$ cat src/rtl/qpi_rd_pkg.sv
package qpi_rd_pkg;

  typedef enum logic [2:0] {
    ST_IDLE,
    ST_SETUP,
    ST_CMD,
    ST_ADDR,
    ST_DUMMY,
    ST_DATA,
    ST_GAP
  } rdState_t;

  // strobes from control to datapath
  typedef struct packed {
    logic loadAddr;   // load command and address into the shifter
    logic shiftOut;   // advance outgoing nibble
    logic capture;    // sample incoming nibble
    logic byteEnd;    // this capture completes a byte
  } dpStrobe_t;

endpackage

$ cat src/rtl/qpi_rd_ctrl.sv
module qpi_rd_ctrl
  import qpi_rd_pkg::*;
#(
  parameter int LEN_W      = 8,
  parameter int DUMMY_CLKS = 6,
  parameter int CS_GAP     = 2
) (
  input  logic             clk,
  input  logic             rstN,
  input  logic             reqValid,
  input  logic [LEN_W-1:0] reqLen,
  output logic             reqReady,
  output logic             csN,
  output logic             sclk,
  output logic             sioOe,
  output logic             rdDone,
  output dpStrobe_t        strobe
);

  localparam int ADDR_NIBS = 6;
  localparam int SLOT_MAX  = (DUMMY_CLKS > ADDR_NIBS) ? DUMMY_CLKS : ADDR_NIBS;
  localparam int SLOT_W    = $clog2(SLOT_MAX + 1);
  localparam int GAP_CYC   = 2 * CS_GAP;
  localparam int GAP_W     = $clog2(GAP_CYC + 2);

  rdState_t         state;
  logic             phase;
  logic             nibSel;
  logic [SLOT_W-1:0] slotCnt;
  logic [LEN_W-1:0] byteLeft;
  logic [GAP_W-1:0] gapCnt;
  logic             rdDoneQ;
  logic             accept;

  assign accept = reqValid && (state == ST_IDLE);

  always_ff @(posedge clk or negedge rstN) begin
    if (!rstN) begin
      state    <= ST_IDLE;
      phase    <= 1'b0;
      nibSel   <= 1'b0;
      slotCnt  <= '0;
      byteLeft <= '0;
      gapCnt   <= '0;
      rdDoneQ  <= 1'b0;
    end else begin
      rdDoneQ <= 1'b0;
      case (state)
        ST_IDLE: begin
          if (accept) begin
            state    <= ST_SETUP;
            byteLeft <= reqLen;
            phase    <= 1'b0;
            slotCnt  <= '0;
          end
        end
        ST_GAP: begin
          if (gapCnt == '0) state <= ST_IDLE;
          else gapCnt <= gapCnt - 1'b1;
        end
        default: begin
          phase <= ~phase;
          if (phase) begin
            slotCnt <= slotCnt + 1'b1;
            case (state)
              ST_SETUP: begin
                state   <= ST_CMD;
                slotCnt <= '0;
              end
              ST_CMD: begin
                if (slotCnt == SLOT_W'(1)) begin
                  state   <= ST_ADDR;
                  slotCnt <= '0;
                end
              end
              ST_ADDR: begin
                if (slotCnt == SLOT_W'(ADDR_NIBS - 1)) begin
                  state   <= ST_DUMMY;
                  slotCnt <= '0;
                end
              end
              ST_DUMMY: begin
                if (slotCnt == SLOT_W'(DUMMY_CLKS - 1)) begin
                  state   <= ST_DATA;
                  slotCnt <= '0;
                  nibSel  <= 1'b0;
                end
              end
              ST_DATA: begin
                slotCnt <= '0;
                nibSel  <= ~nibSel;
                if (nibSel) begin
                  byteLeft <= byteLeft - 1'b1;
                  if (byteLeft == LEN_W'(1)) begin
                    state   <= ST_GAP;
                    gapCnt  <= GAP_W'(GAP_CYC - 1);
                    rdDoneQ <= 1'b1;
                    phase   <= 1'b0;
                  end
                end
              end
              default: ;
            endcase
          end
        end
      endcase
    end
  end

  assign reqReady = (state == ST_IDLE);
  assign csN      = (state == ST_IDLE) || (state == ST_GAP);
  assign sclk     = phase && (state inside {ST_CMD, ST_ADDR, ST_DUMMY, ST_DATA});
  assign sioOe    = (state == ST_CMD) || (state == ST_ADDR);
  assign rdDone   = rdDoneQ;

  assign strobe.loadAddr = accept;
  assign strobe.shiftOut = phase && ((state == ST_CMD) || (state == ST_ADDR));
  assign strobe.capture  = phase && (state == ST_DATA);
  assign strobe.byteEnd  = nibSel;

  // checker state: consecutive cycles with chip select high
  logic [GAP_W-1:0] csHighCnt;
  always_ff @(posedge clk or negedge rstN) begin
    if (!rstN) csHighCnt <= GAP_W'(GAP_CYC + 1);
    else if (!csN) csHighCnt <= '0;
    else if (csHighCnt < GAP_W'(GAP_CYC + 1)) csHighCnt <= csHighCnt + 1'b1;
  end

  p_accept_selects_r2: assert property (@(posedge clk) disable iff (!rstN)
    (reqValid && reqReady) |=> !csN);

  p_busy_not_ready_r2: assert property (@(posedge clk) disable iff (!rstN)
    !csN |-> !reqReady);

  p_cs_gap_r9: assert property (@(posedge clk) disable iff (!rstN)
    $fell(csN) |-> (csHighCnt >= GAP_W'(GAP_CYC)));

endmodule

$ cat src/rtl/qpi_rd_dpath.sv
module qpi_rd_dpath
  import qpi_rd_pkg::*;
#(
  parameter logic [7:0] CMD = 8'hEB
) (
  input  logic        clk,
  input  logic        rstN,
  input  dpStrobe_t   strobe,
  input  logic [23:0] reqAddr,
  input  logic [3:0]  sioIn,
  output logic [3:0]  sioOut,
  output logic [7:0]  rdData,
  output logic        rdValid
);

  logic [31:0] shiftReg;
  logic [3:0]  hiNib;

  always_ff @(posedge clk or negedge rstN) begin
    if (!rstN) begin
      shiftReg <= '0;
      hiNib    <= '0;
      rdData   <= '0;
      rdValid  <= 1'b0;
    end else begin
      rdValid <= 1'b0;
      if (strobe.loadAddr) shiftReg <= {CMD, reqAddr};
      else if (strobe.shiftOut) shiftReg <= {shiftReg[27:0], 4'h0};
      if (strobe.capture) begin
        if (strobe.byteEnd) begin
          rdData  <= {hiNib, sioIn};
          rdValid <= 1'b1;
        end else begin
          hiNib <= sioIn;
        end
      end
    end
  end

  assign sioOut = shiftReg[31:28];

  p_valid_pulse_r7: assert property (@(posedge clk) disable iff (!rstN)
    rdValid |=> !rdValid);

endmodule

$ cat src/rtl/qpi_burst_reader.sv
module qpi_burst_reader
  import qpi_rd_pkg::*;
#(
  parameter int         LEN_W      = 8,
  parameter int         DUMMY_CLKS = 6,
  parameter int         CS_GAP     = 2,
  parameter logic [7:0] CMD        = 8'hEB
) (
  input  logic             clk,
  input  logic             rstN,
  input  logic             reqValid,
  output logic             reqReady,
  input  logic [23:0]      reqAddr,
  input  logic [LEN_W-1:0] reqLen,
  output logic [7:0]       rdData,
  output logic             rdValid,
  output logic             rdDone,
  output logic             csN,
  output logic             sclk,
  output logic [3:0]       sioOut,
  output logic             sioOe,
  input  logic [3:0]       sioIn
);

  dpStrobe_t strobe;

  qpi_rd_ctrl #(
    .LEN_W(LEN_W), .DUMMY_CLKS(DUMMY_CLKS), .CS_GAP(CS_GAP)
  ) i_ctrl (
    .clk(clk), .rstN(rstN), .reqValid(reqValid), .reqLen(reqLen),
    .reqReady(reqReady), .csN(csN), .sclk(sclk), .sioOe(sioOe),
    .rdDone(rdDone), .strobe(strobe)
  );

  qpi_rd_dpath #(.CMD(CMD)) i_dpath (
    .clk(clk), .rstN(rstN), .strobe(strobe), .reqAddr(reqAddr),
    .sioIn(sioIn), .sioOut(sioOut), .rdData(rdData), .rdValid(rdValid)
  );

  p_sclk_quiet_r10: assert property (@(posedge clk) disable iff (!rstN)
    csN |-> !sclk);

  p_bus_released_r5: assert property (@(posedge clk) disable iff (!rstN)
    csN |-> !sioOe);

  p_done_with_byte_r11: assert property (@(posedge clk) disable iff (!rstN)
    rdDone |-> rdValid);

  p_no_cs_mid_burst_r8: assert property (@(posedge clk) disable iff (!rstN)
    (rdValid && !rdDone) |-> !csN);

endmodule

$ cat config.mk
export PLATFORM = sky130hd
export DESIGN_NAME = qpi_burst_reader
export DESIGN_NICKNAME = d
export VERILOG_FILES = /design/src/rtl/qpi_rd_pkg.sv /design/src/rtl/qpi_rd_ctrl.sv /design/src/rtl/qpi_rd_dpath.sv /design/src/rtl/qpi_burst_reader.sv
export SDC_FILE = /design/constraint.sdc
export NUM_CORES = 1
export LEC_CHECK = 0
export BUFFER_PORTS_ARGS = -buffer_cell sky130_fd_sc_hd__buf_2
export CORE_UTILIZATION = 55
export CTS_CLUSTER_SIZE = 20
export DETAILED_ROUTE_END_ITERATION = 7
export GPL_TIMING_DRIVEN = 0
export HOLD_SLACK_MARGIN = 0.03
export PLACE_DENSITY = 0.9
export SYNTH_ARGS = -nofsm -noshare
export SYNTH_HDL_FRONTEND = slang
export SYNTH_SLANG_ARGS = --single-unit
$ cat constraint.sdc
create_clock -name clk -period 2.5 [get_ports clk]
set_input_delay 0.125 -clock clk [delete_from_list [all_inputs] [get_ports clk]]
set_output_delay 0.125 -clock clk [all_outputs]
set_load 0.03 [all_outputs]
======== After elaboration in Yosys (flattened, before gate mapping) ========
Cells that the tools add are included.
Widths: inputs -> output; s select.
word-level totals
  register bits after elaboration ......... 65
  input bits .............................. 39
  output and inout port bits .............. 18
  logic and storage cells ................. 112
operators by class
  add/subtract/negate cells ............... 3
  equality and inequality tests ........... 18
  mux-type cells .......................... 44
  bitwise logic cells ..................... 5
  reductions and logical operators ........ 31
operators with widths
  cell                 count
  $mux 32              2
  $mux 3               17
  $mux 8               4
  $ne 4x2->1 const B   5
  $pmux 3 s2           3
  $reduce_bool 2->1    9
  $pmux 8 s2           1
  $pmux 3 s5           1
  $mux 1               13
  $eq 3x3->1 const B   4
  $pmux 3 s3           1
  $reduce_and 9->1     1
  $eq 8x1->1 const B   1
  $sub 8x1->8 const B  1
  $reduce_bool 7->1    1
  $eq 3x1->1 const B   2
  $eq 3x2->1 const B   2
  $logic_not 3->1      2
  $ne 2x1->1 const B   3
  $reduce_and 2->1     3
  $reduce_and 6->1     1
  $reduce_or 2->1      3
  $not 1->1            5
  $reduce_and 5->1     1
  10 further kinds     15

======== Depth between registers and ports, before layout ========
Gate-level depths: netlist of the first run.
  word-level depth ........................ 6
  mapped depth ............................ 9
  depth with buffers taken out ............ 7

======== Hierarchy ========
From an unflattened synthesis of the first run, not the netlist that was laid out.
unflattened totals
  cells, all modules ...................... 323
  area, all modules ....................... 3373.2 sq um
by module, submodules not included
  module        times used  cells an instance  area each (sq um)  sequential area each (sq um)
  qpi_rd_dpath  1           162                1976.9             1126.1
  qpi_rd_ctrl   1           161                1396.3             500.5

======== Worst setup path after synthesis of the first run ========
No wires, ideal clock.
  kind .................................... reg2reg
  start ................................... register i_ctrl.state[0]
  end ..................................... register i_ctrl.state[1]
  library setup time ...................... 0.126 ns
  data arrival time ....................... 1.656 ns
  required time ........................... 2.374 ns
  path slack .............................. 0.718 ns
  stages on the path, launching flop included .. 9
  buffers on the path ..................... 2
  period minus slack after synthesis ...... 1.782 ns
  cells stage by stage .................... dfrtp_1 buf_6 or3_1 buf_6 clkinv_8 a211oi_2 nor4_4 mux2i_1 nand3_1
between the ends
  word-level cells in the longest chain between the ends .. 4
  elaborated cells on any way between the ends .. 21
  classes of those cells .................. eq/ne: 13; mux: 3; reduce/logical: 5
ends and longest elaborated chain
  what                                             RTL line                              RTL
  start: declaration                               qpi_rd_ctrl.sv:26                     rdState_t state;
  start signal: assignment                         qpi_rd_ctrl.sv:39                     state <= ST_IDLE;
  start signal: assignment                         qpi_rd_ctrl.sv:51                     state <= ST_SETUP;
  start signal: assignment                         qpi_rd_ctrl.sv:58                     if (gapCnt == '0) state <= ST_IDLE;
  $eq 3x3->1 (tied with other cells)               qpi_rd_ctrl.sv:65                     case (state)
  $pmux 3 s5 or $logic_and 1x1->1 (tied branches)  qpi_rd_ctrl.sv:65, qpi_rd_ctrl.sv:35
  $mux 3 or $ne 2x1->1 (tied branches)             -
  $pmux 3 s2 or $reduce_and 9->1 (tied branches)   -
Parallel ways exist; a longest one is shown, timed or not. The select of a mux whose other input is x is not followed.
A chain may end at the register's enable or synchronous reset.

======== Final worst setup path of the first run ========
  start ................................... register i_ctrl.state[2]
  end ..................................... register i_dpath.shiftReg[5]
between the ends
  word-level cells in the longest chain between the ends .. 4
  elaborated cells on any way between the ends .. 8
  classes of those cells .................. eq/ne: 2; mux: 1; reduce/logical: 5
ends and longest elaborated chain
  what                                RTL line            RTL
  $eq 3x2->1                          qpi_rd_ctrl.sv:117  assign strobe.shiftOut = phase && ((state == ST_CMD) || (state == ST_ADDR));
  $logic_or 1x1->1                    qpi_rd_ctrl.sv:117
  $logic_and 1x1->1                   qpi_rd_ctrl.sv:117
  $reduce_bool 2->1 (no source line)  -
  end signal: assignment              qpi_rd_dpath.sv:27  if (strobe.loadAddr) shiftReg <= {CMD, reqAddr};
  end signal: assignment              qpi_rd_dpath.sv:28  else if (strobe.shiftOut) shiftReg <= {shiftReg[27:0], 4'h0};
  end: declaration                    qpi_rd_dpath.sv:16  logic [31:0] shiftReg;
Parallel ways exist; a longest one is shown, timed or not.

==> results of run 1 <==
## registers in the layout (all words and copies together) (netlist names)
register	count
i_dpath.shiftReg	32
i_ctrl.byteLeft	8
i_dpath.rdData	8
i_dpath.hiNib	4
i_ctrl.gapCnt	3
i_ctrl.slotCnt	3
i_ctrl.state	3
i_ctrl.nibSel	1
i_ctrl.phase	1
i_ctrl.rdDone	1
i_dpath.rdValid	1
## final cells by class
| cell class | instances | area (sq um) | share of cell area |
|---|---|---|---|
| Buffer | 25 | 138 | 0.0351 |
| Clock buffer | 12 | 155 | 0.0396 |
| Clock inverter | 4 | 73.8 | 0.0188 |
| Inverter | 9 | 46.3 | 0.0118 |
| Multi-Input combinational cell | 259 | 1390 | 0.354 |
| Sequential cell | 65 | 1630 | 0.415 |
| Tap cell | 72 | 90.1 | 0.0230 |
| Timing Repair Buffer | 68 | 403 | 0.103 |
## cells in the final DEF, fill, tap and decap left out, drive strengths merged, types with 6 or more instances in the layout
cell type	Yosys	final
a21oi	12	12
a22oi	9	9
a31oi	15	15
buf	16	72
clkbuf	9	21
dfrtp	65	65
dlygate4sd3	0	12
ha	6	6
inv	7	8
nand2	104	104
nand3	13	13
nor2	28	28
nor3	10	10
o21ai	15	15
## worst max-delay path by stage
stage	startpoint	to	cells after the start
6_report	i_ctrl.state[2]	i_dpath.shiftReg[5]	7
5_1_grt	i_ctrl.state[2]	i_dpath.shiftReg[5]	7
4_1_cts	i_ctrl.state[2]	i_dpath.shiftReg[5]	7
3_5_place_dp	i_ctrl.byteLeft[5]	i_ctrl.state[1]	5
3_3_place_gp	i_ctrl.byteLeft[5]	i_ctrl.state[1]	5
2_1_floorplan	i_ctrl.state[0]	i_ctrl.state[1]	8
## power by group
group          total [uW]  internal, uW  leakage, uW  switching, uW
registers            1780          1500     0.000816            277
logic                2150           821      0.00100           1330
clock network        1020           619     0.000117            403
## metrics by stage
stage / area, sq um / setup slack, ns / std cells / util / power (uW)
after floorplan: 3200 / 0.718 / 358 / - / 3370
after global placement: 3570 / 0.559 / 486 / 0.644 / 3790
after detailed placement: 3570 / 0.557 / 486 / 0.645 / 3900
after CTS: 3920 / 0.507 / 514 / 0.708 / 4950
after global routing: 3920 / 0.306 / 514 / 0.708 / 5300
final: 3920 / 0.488 / 514 / 0.708 / 4950
## layer usage
metal	global-route usage	vias up	wire, um
met5	0	-	0
met4	0.117	0	55
met3	0.0442	8	417
met2	0.432	86	3690
met1	0.321	1366	3050
li1	-	1365	-
## cells by family (layout without fill, tap and decap cells)
family | after synthesis | after routing | synth area share
AOI/OAI and AO/OA | 70 | 70 | 0.142
xor gates and xnor gates | 1 | 1 | 0.00274
adders and majority gates | 6 | 6 | 0.0235
buffers and inverters | 34 | 118 | 0.0575
DFF | 65 | 65 | 0.509
muxes | 6 | 6 | 0.0203
and+or+nand+nor | 176 | 176 | 0.245
## critical path, stage by stage, from the launching register on
cell and delay, ns:
dfrtp_1 0.45, nand2b_1 0.23, inv_1 0.21, and2_1 0.19, buf_2 0.21, buf_1 0.42
a22oi_1 0.15, nand2_1 0.09
## what timing repair did
item | in CTS | in global routing
endpoints found under the hold margin | 78 | 0
endpoints found under the setup margin | 0 | 0
gates resized for setup | 0 | 0
hold buffers | 12 | 0
==> results.sh, run 1 <==
export IMPL_reg2reg_to="i_dpath.shiftReg[5]"
export IMPL_worstSetupStartpointType="flip-flop"
export IMPL_drtPass1Iterations=4
export IMPL_crit_fanout=10
export IMPL_syn_area_sq_um=3200
export IMPL_clk_latency_ns=0.34
export IMPL_grt_overflow=0
export IMPL_fin_skew_ns=0.00733
export IMPL_finalSetupTns_ns=0
export IMPL_ant_nets=0
export IMPL_dr_total_vias=2825
export IMPL_period_needed_ns=2.01
export IMPL_drtIter0Drc=180
export IMPL_syn_num_nets=403
export IMPL_async_flop_share=1.00
export IMPL_slew_violations=0
export IMPL_yosysTopAreaCellShare=0.509
export IMPL_synth_cell_types=52
export IMPL_yosysMostFrequentCell="nand2_1"
export IMPL_yosys_warnings=0
export IMPL_grt_pass1_wl_mm=12.1
export IMPL_cts_max_level=3
export IMPL_drive_gt1_frac=0.219
export IMPL_numPortBuffers=56
export IMPL_p_leak_uw=0.00194
export IMPL_fin_crit_sh=0.805
export IMPL_initial_core_util=0.577
export IMPL_min_path_cells=3
export IMPL_max_freq_mhz=497
export IMPL_synth_area_leader_cell="dfrtp_1"
export IMPL_dieArea_sq_um=6120
export IMPL_postCtsSetupBuffers=0
export IMPL_core_sq_um=5540
export IMPL_clk_pin_slew_ns=0.07
export IMPL_hold_end="i_dpath.shiftReg[18]"
export IMPL_fp_dieW_um=78.3
export IMPL_synth_area_leaders="dfrtp_1, nand2_1, nor2_1, a31oi_1, ha_1"
export IMPL_rows=27
export IMPL_worst_setup_path_end_kind="flip-flop"
export IMPL_n_antenna_cell=0
export IMPL_tritoncts="yes"
export IMPL_peakVddDrop_uv=708
export IMPL_whs_ns=0.0404
export IMPL_drc=0
export IMPL_ys_ff_latch=65
export IMPL_synthCells=358
export IMPL_antenna_found_initial=0
export IMPL_synth_flop_cell="dfrtp_1"
export IMPL_rsz0062_at_grt="false"
export IMPL_io_pins=57
export IMPL_clock_sinks=65
export IMPL_grt_max_degree=66
export IMPL_r2r_slack_ns=0.49
export IMPL_r2r_cells=7
export IMPL_p_per_area_nw_per_um2=1260
export IMPL_routedWlPerCell_um=14.0
export IMPL_yosysSeqAreaShare=0.509
export IMPL_clock_path_buffers=2
export IMPL_nNetsFinal=482
export IMPL_die_h_um=78.3
export IMPL_routed_wl_mm=7.21
export IMPL_numCtsBuffers=9
export IMPL_avgSynthCellArea_sq_um=8.93
export IMPL_worstHoldStart="reqAddr[18]"
export IMPL_gr_usage_all_layers=0.256
export IMPL_maxCapViolCount=0
export IMPL_viasPerCell=5.50
export IMPL_fillers=415
export IMPL_path_class="reg -> reg"
export IMPL_tightest_slew_ns=0.802
export IMPL_reg2reg_from="i_ctrl.state[2]"
export IMPL_critPathArrivalTime_ns=2.29
export IMPL_slew_headroom=0.465
export IMPL_synth_commonest_cells="nand2_1, dfrtp_1, nor2_1, a31oi_1, o21ai_0"
export IMPL_required_ns=2.78
export IMPL_clockRootBuffer="clkbuf_8"
export IMPL_grt_pass1_vias=2735
export IMPL_gp_congestion=0.863
export IMPL_status="finished clean"
export IMPL_setup_violations=0
export IMPL_hold_viol=0
export IMPL_hpwl_mm=4.79
export IMPL_hp_class="in -> reg"
export IMPL_synth_edf_count=0
export IMPL_area_growth_syn_to_layout_pct=22.6
(Power assumes the default switching activity.)
==> inputs of run 2 (changes only) <==
- CORE_UTILIZATION: 55 -> 50
- PLACE_DENSITY: 0.9 -> 0.86
- clock period: 2.5 -> 1.6 ns (I/O delays scaled with it)
==> results.sh, run 2 (same netlist as run 1, synthesis figures left out) <==
export IMPL_dp_slack_ns=-0.281
export IMPL_clk_latency_ns=0.35
export IMPL_final_cell_mix="nand2_1, dfrtp_1, buf_2"
export IMPL_grt_overflow=0
export IMPL_rows=28
export IMPL_die_h_um=82.0
export IMPL_worstSetupStartpointType="flip-flop"
export IMPL_area_growth_syn_to_layout_pct=50.5
export IMPL_grt_pass1_vias=3089
export IMPL_nNetsFinal=525
export IMPL_core_sq_um=6060
export IMPL_required_ns=1.82
export IMPL_period_needed_ns=1.89
export IMPL_fillers=312
export IMPL_routed_wl_mm=11.0
export IMPL_fin_crit_sh=1.18
export IMPL_drive_gt1_frac=0.381
export IMPL_antenna_found_initial=1
export IMPL_numCtsBuffers=9
export IMPL_max_freq_mhz=528
export IMPL_fp_dieW_um=82.0
export IMPL_status="finished with violations"
export IMPL_path_class="reg -> reg"
export IMPL_hpwl_mm=4.88
export IMPL_clockRootBuffer="clkbuf_8"
export IMPL_clock_sinks=65
export IMPL_setup_ws_ns=-0.294
export IMPL_ant_nets=0
export IMPL_dr_total_vias=3380
export IMPL_p_per_area_nw_per_um2=1980
export IMPL_p_leak_uw=0.00230
export IMPL_crit_fanout=5
export IMPL_routedWlPerCell_um=19.6
export IMPL_rsz0062_at_grt="true"
export IMPL_tritoncts="yes"
export IMPL_drc=0
export IMPL_peakVddDrop_uv=1310
export IMPL_grt_pass1_wl_mm=15.3
export IMPL_fin_skew_ns=0.0139
export IMPL_r2r_slack_ns=-0.29
export IMPL_gp_congestion=0.879
export IMPL_viasPerCell=6.02
export IMPL_violations="setup timing"
export IMPL_largestRegisters="i_dpath.shiftReg (32), i_ctrl.byteLeft (8), i_dpath.rdData (8)"
export IMPL_critPathArrivalTime_ns=2.12
export IMPL_hp_class="in -> reg"
export IMPL_setup_violations=43
export IMPL_tightest_slew_ns=0.807
export IMPL_io_pins=57
export IMPL_slew_violations=0
export IMPL_drtIter0Drc=435
export IMPL_gr_usage_all_layers=0.315
export IMPL_dieArea_sq_um=6720
export IMPL_maxCapViolCount=0
export IMPL_hold_viol=0
export IMPL_slew_headroom=0.462
export IMPL_clock_path_buffers=2
export IMPL_worst_setup_path_end_kind="flip-flop"
export IMPL_grt_max_degree=66
export IMPL_numPortBuffers=56
export IMPL_drtPass1Iterations=5
export IMPL_largest_reg_flops=32
export IMPL_finalSetupTns_ns=-4.30
export IMPL_regMostFlops="i_dpath.shiftReg"
export IMPL_clk_pin_slew_ns=0.08
export IMPL_mostFrequentLayoutCell="nand2_1"
export IMPL_initial_core_util=0.528
export IMPL_cts_max_level=3
-- run 2: final cells by class --
class / instances / area [sq um] / area share
timing repair buffer: 114 / 875 / 0.182
sequential: 65 / 1630 / 0.339
clock buffer: 9 / 124 / 0.0257
inverter: 9 / 51.3 / 0.0107
antenna: 1 / 2.50 / 0.000520
buffer: 22 / 264 / 0.0548
clock inverter: 7 / 100 / 0.0208
multi-input combinational: 259 / 1670 / 0.347
tap: 75 / 93.8 / 0.0195
-- run 2: path summary, 6_finish.rpt --
path | start | to | depth (start not counted)
setup / recovery | i_ctrl.byteLeft[2] | i_ctrl.state[1] | 5
min in group asynchronous | rstN | i_dpath.shiftReg[13] | 2
max in group asynchronous | rstN | i_ctrl.byteLeft[4] | 2
hold reg to reg | i_dpath.rdData[7] | i_dpath.rdData[7] | 2
setup reg to reg | i_ctrl.byteLeft[2] | i_ctrl.state[1] | 5
hold / removal | reqLen[7] | i_ctrl.byteLeft[7] | 3
-- run 2: stage by stage --
stage	cells	hold slack (ns)	area (sq um)	util	total power, uW
global route	561	0.0888	4810	0.794	10000
CTS	547	0.0348	4590	0.757	8430
detailed placement	489	0.221	3660	0.603	6250
finish	561	0.0653	4810	0.794	9520
global placement	489	0.275	3650	0.603	6080
floorplan	358	-0.216	3280	-	5400
-- run 2: per-layer routing --
metal  wire length [um]  share of wire  GRT usage  vias to the layer above
li1                   -              -          -                     1453
met1               4160           0.38      0.384                     1652
met2               5320           0.48      0.512                      214
met3                828          0.075     0.0600                       61
met4                693          0.063      0.196                        0
met5                  0              0          0                        -
-- run 2: report_power, final --
group | switching [uW] | internal [uW] | leakage, uW
clock | 736 | 894 | 0.000115
combinational | 2770 | 2160 | 0.00137
sequential | 602 | 2350 | 0.000811
total | 4110 | 5410 | 0.00230
-- run 2: worst max-delay path, cell delays in order (launching register included) --
cell and delay [ns]:
dfrtp_2 0.43, nor4_4 0.39, a31oi_2 0.19, nor4_4 0.42, mux2i_1 0.24, nand3_1 0.10
-- run 2: repair_timing --
item	in CTS	in global routing
setup buffers	8	14
endpoints found under the setup margin	57	64
endpoints found under the hold margin	99	1
pin swaps	12	17
hold buffers	31	1
cloned	3	1
resized for setup	75	42
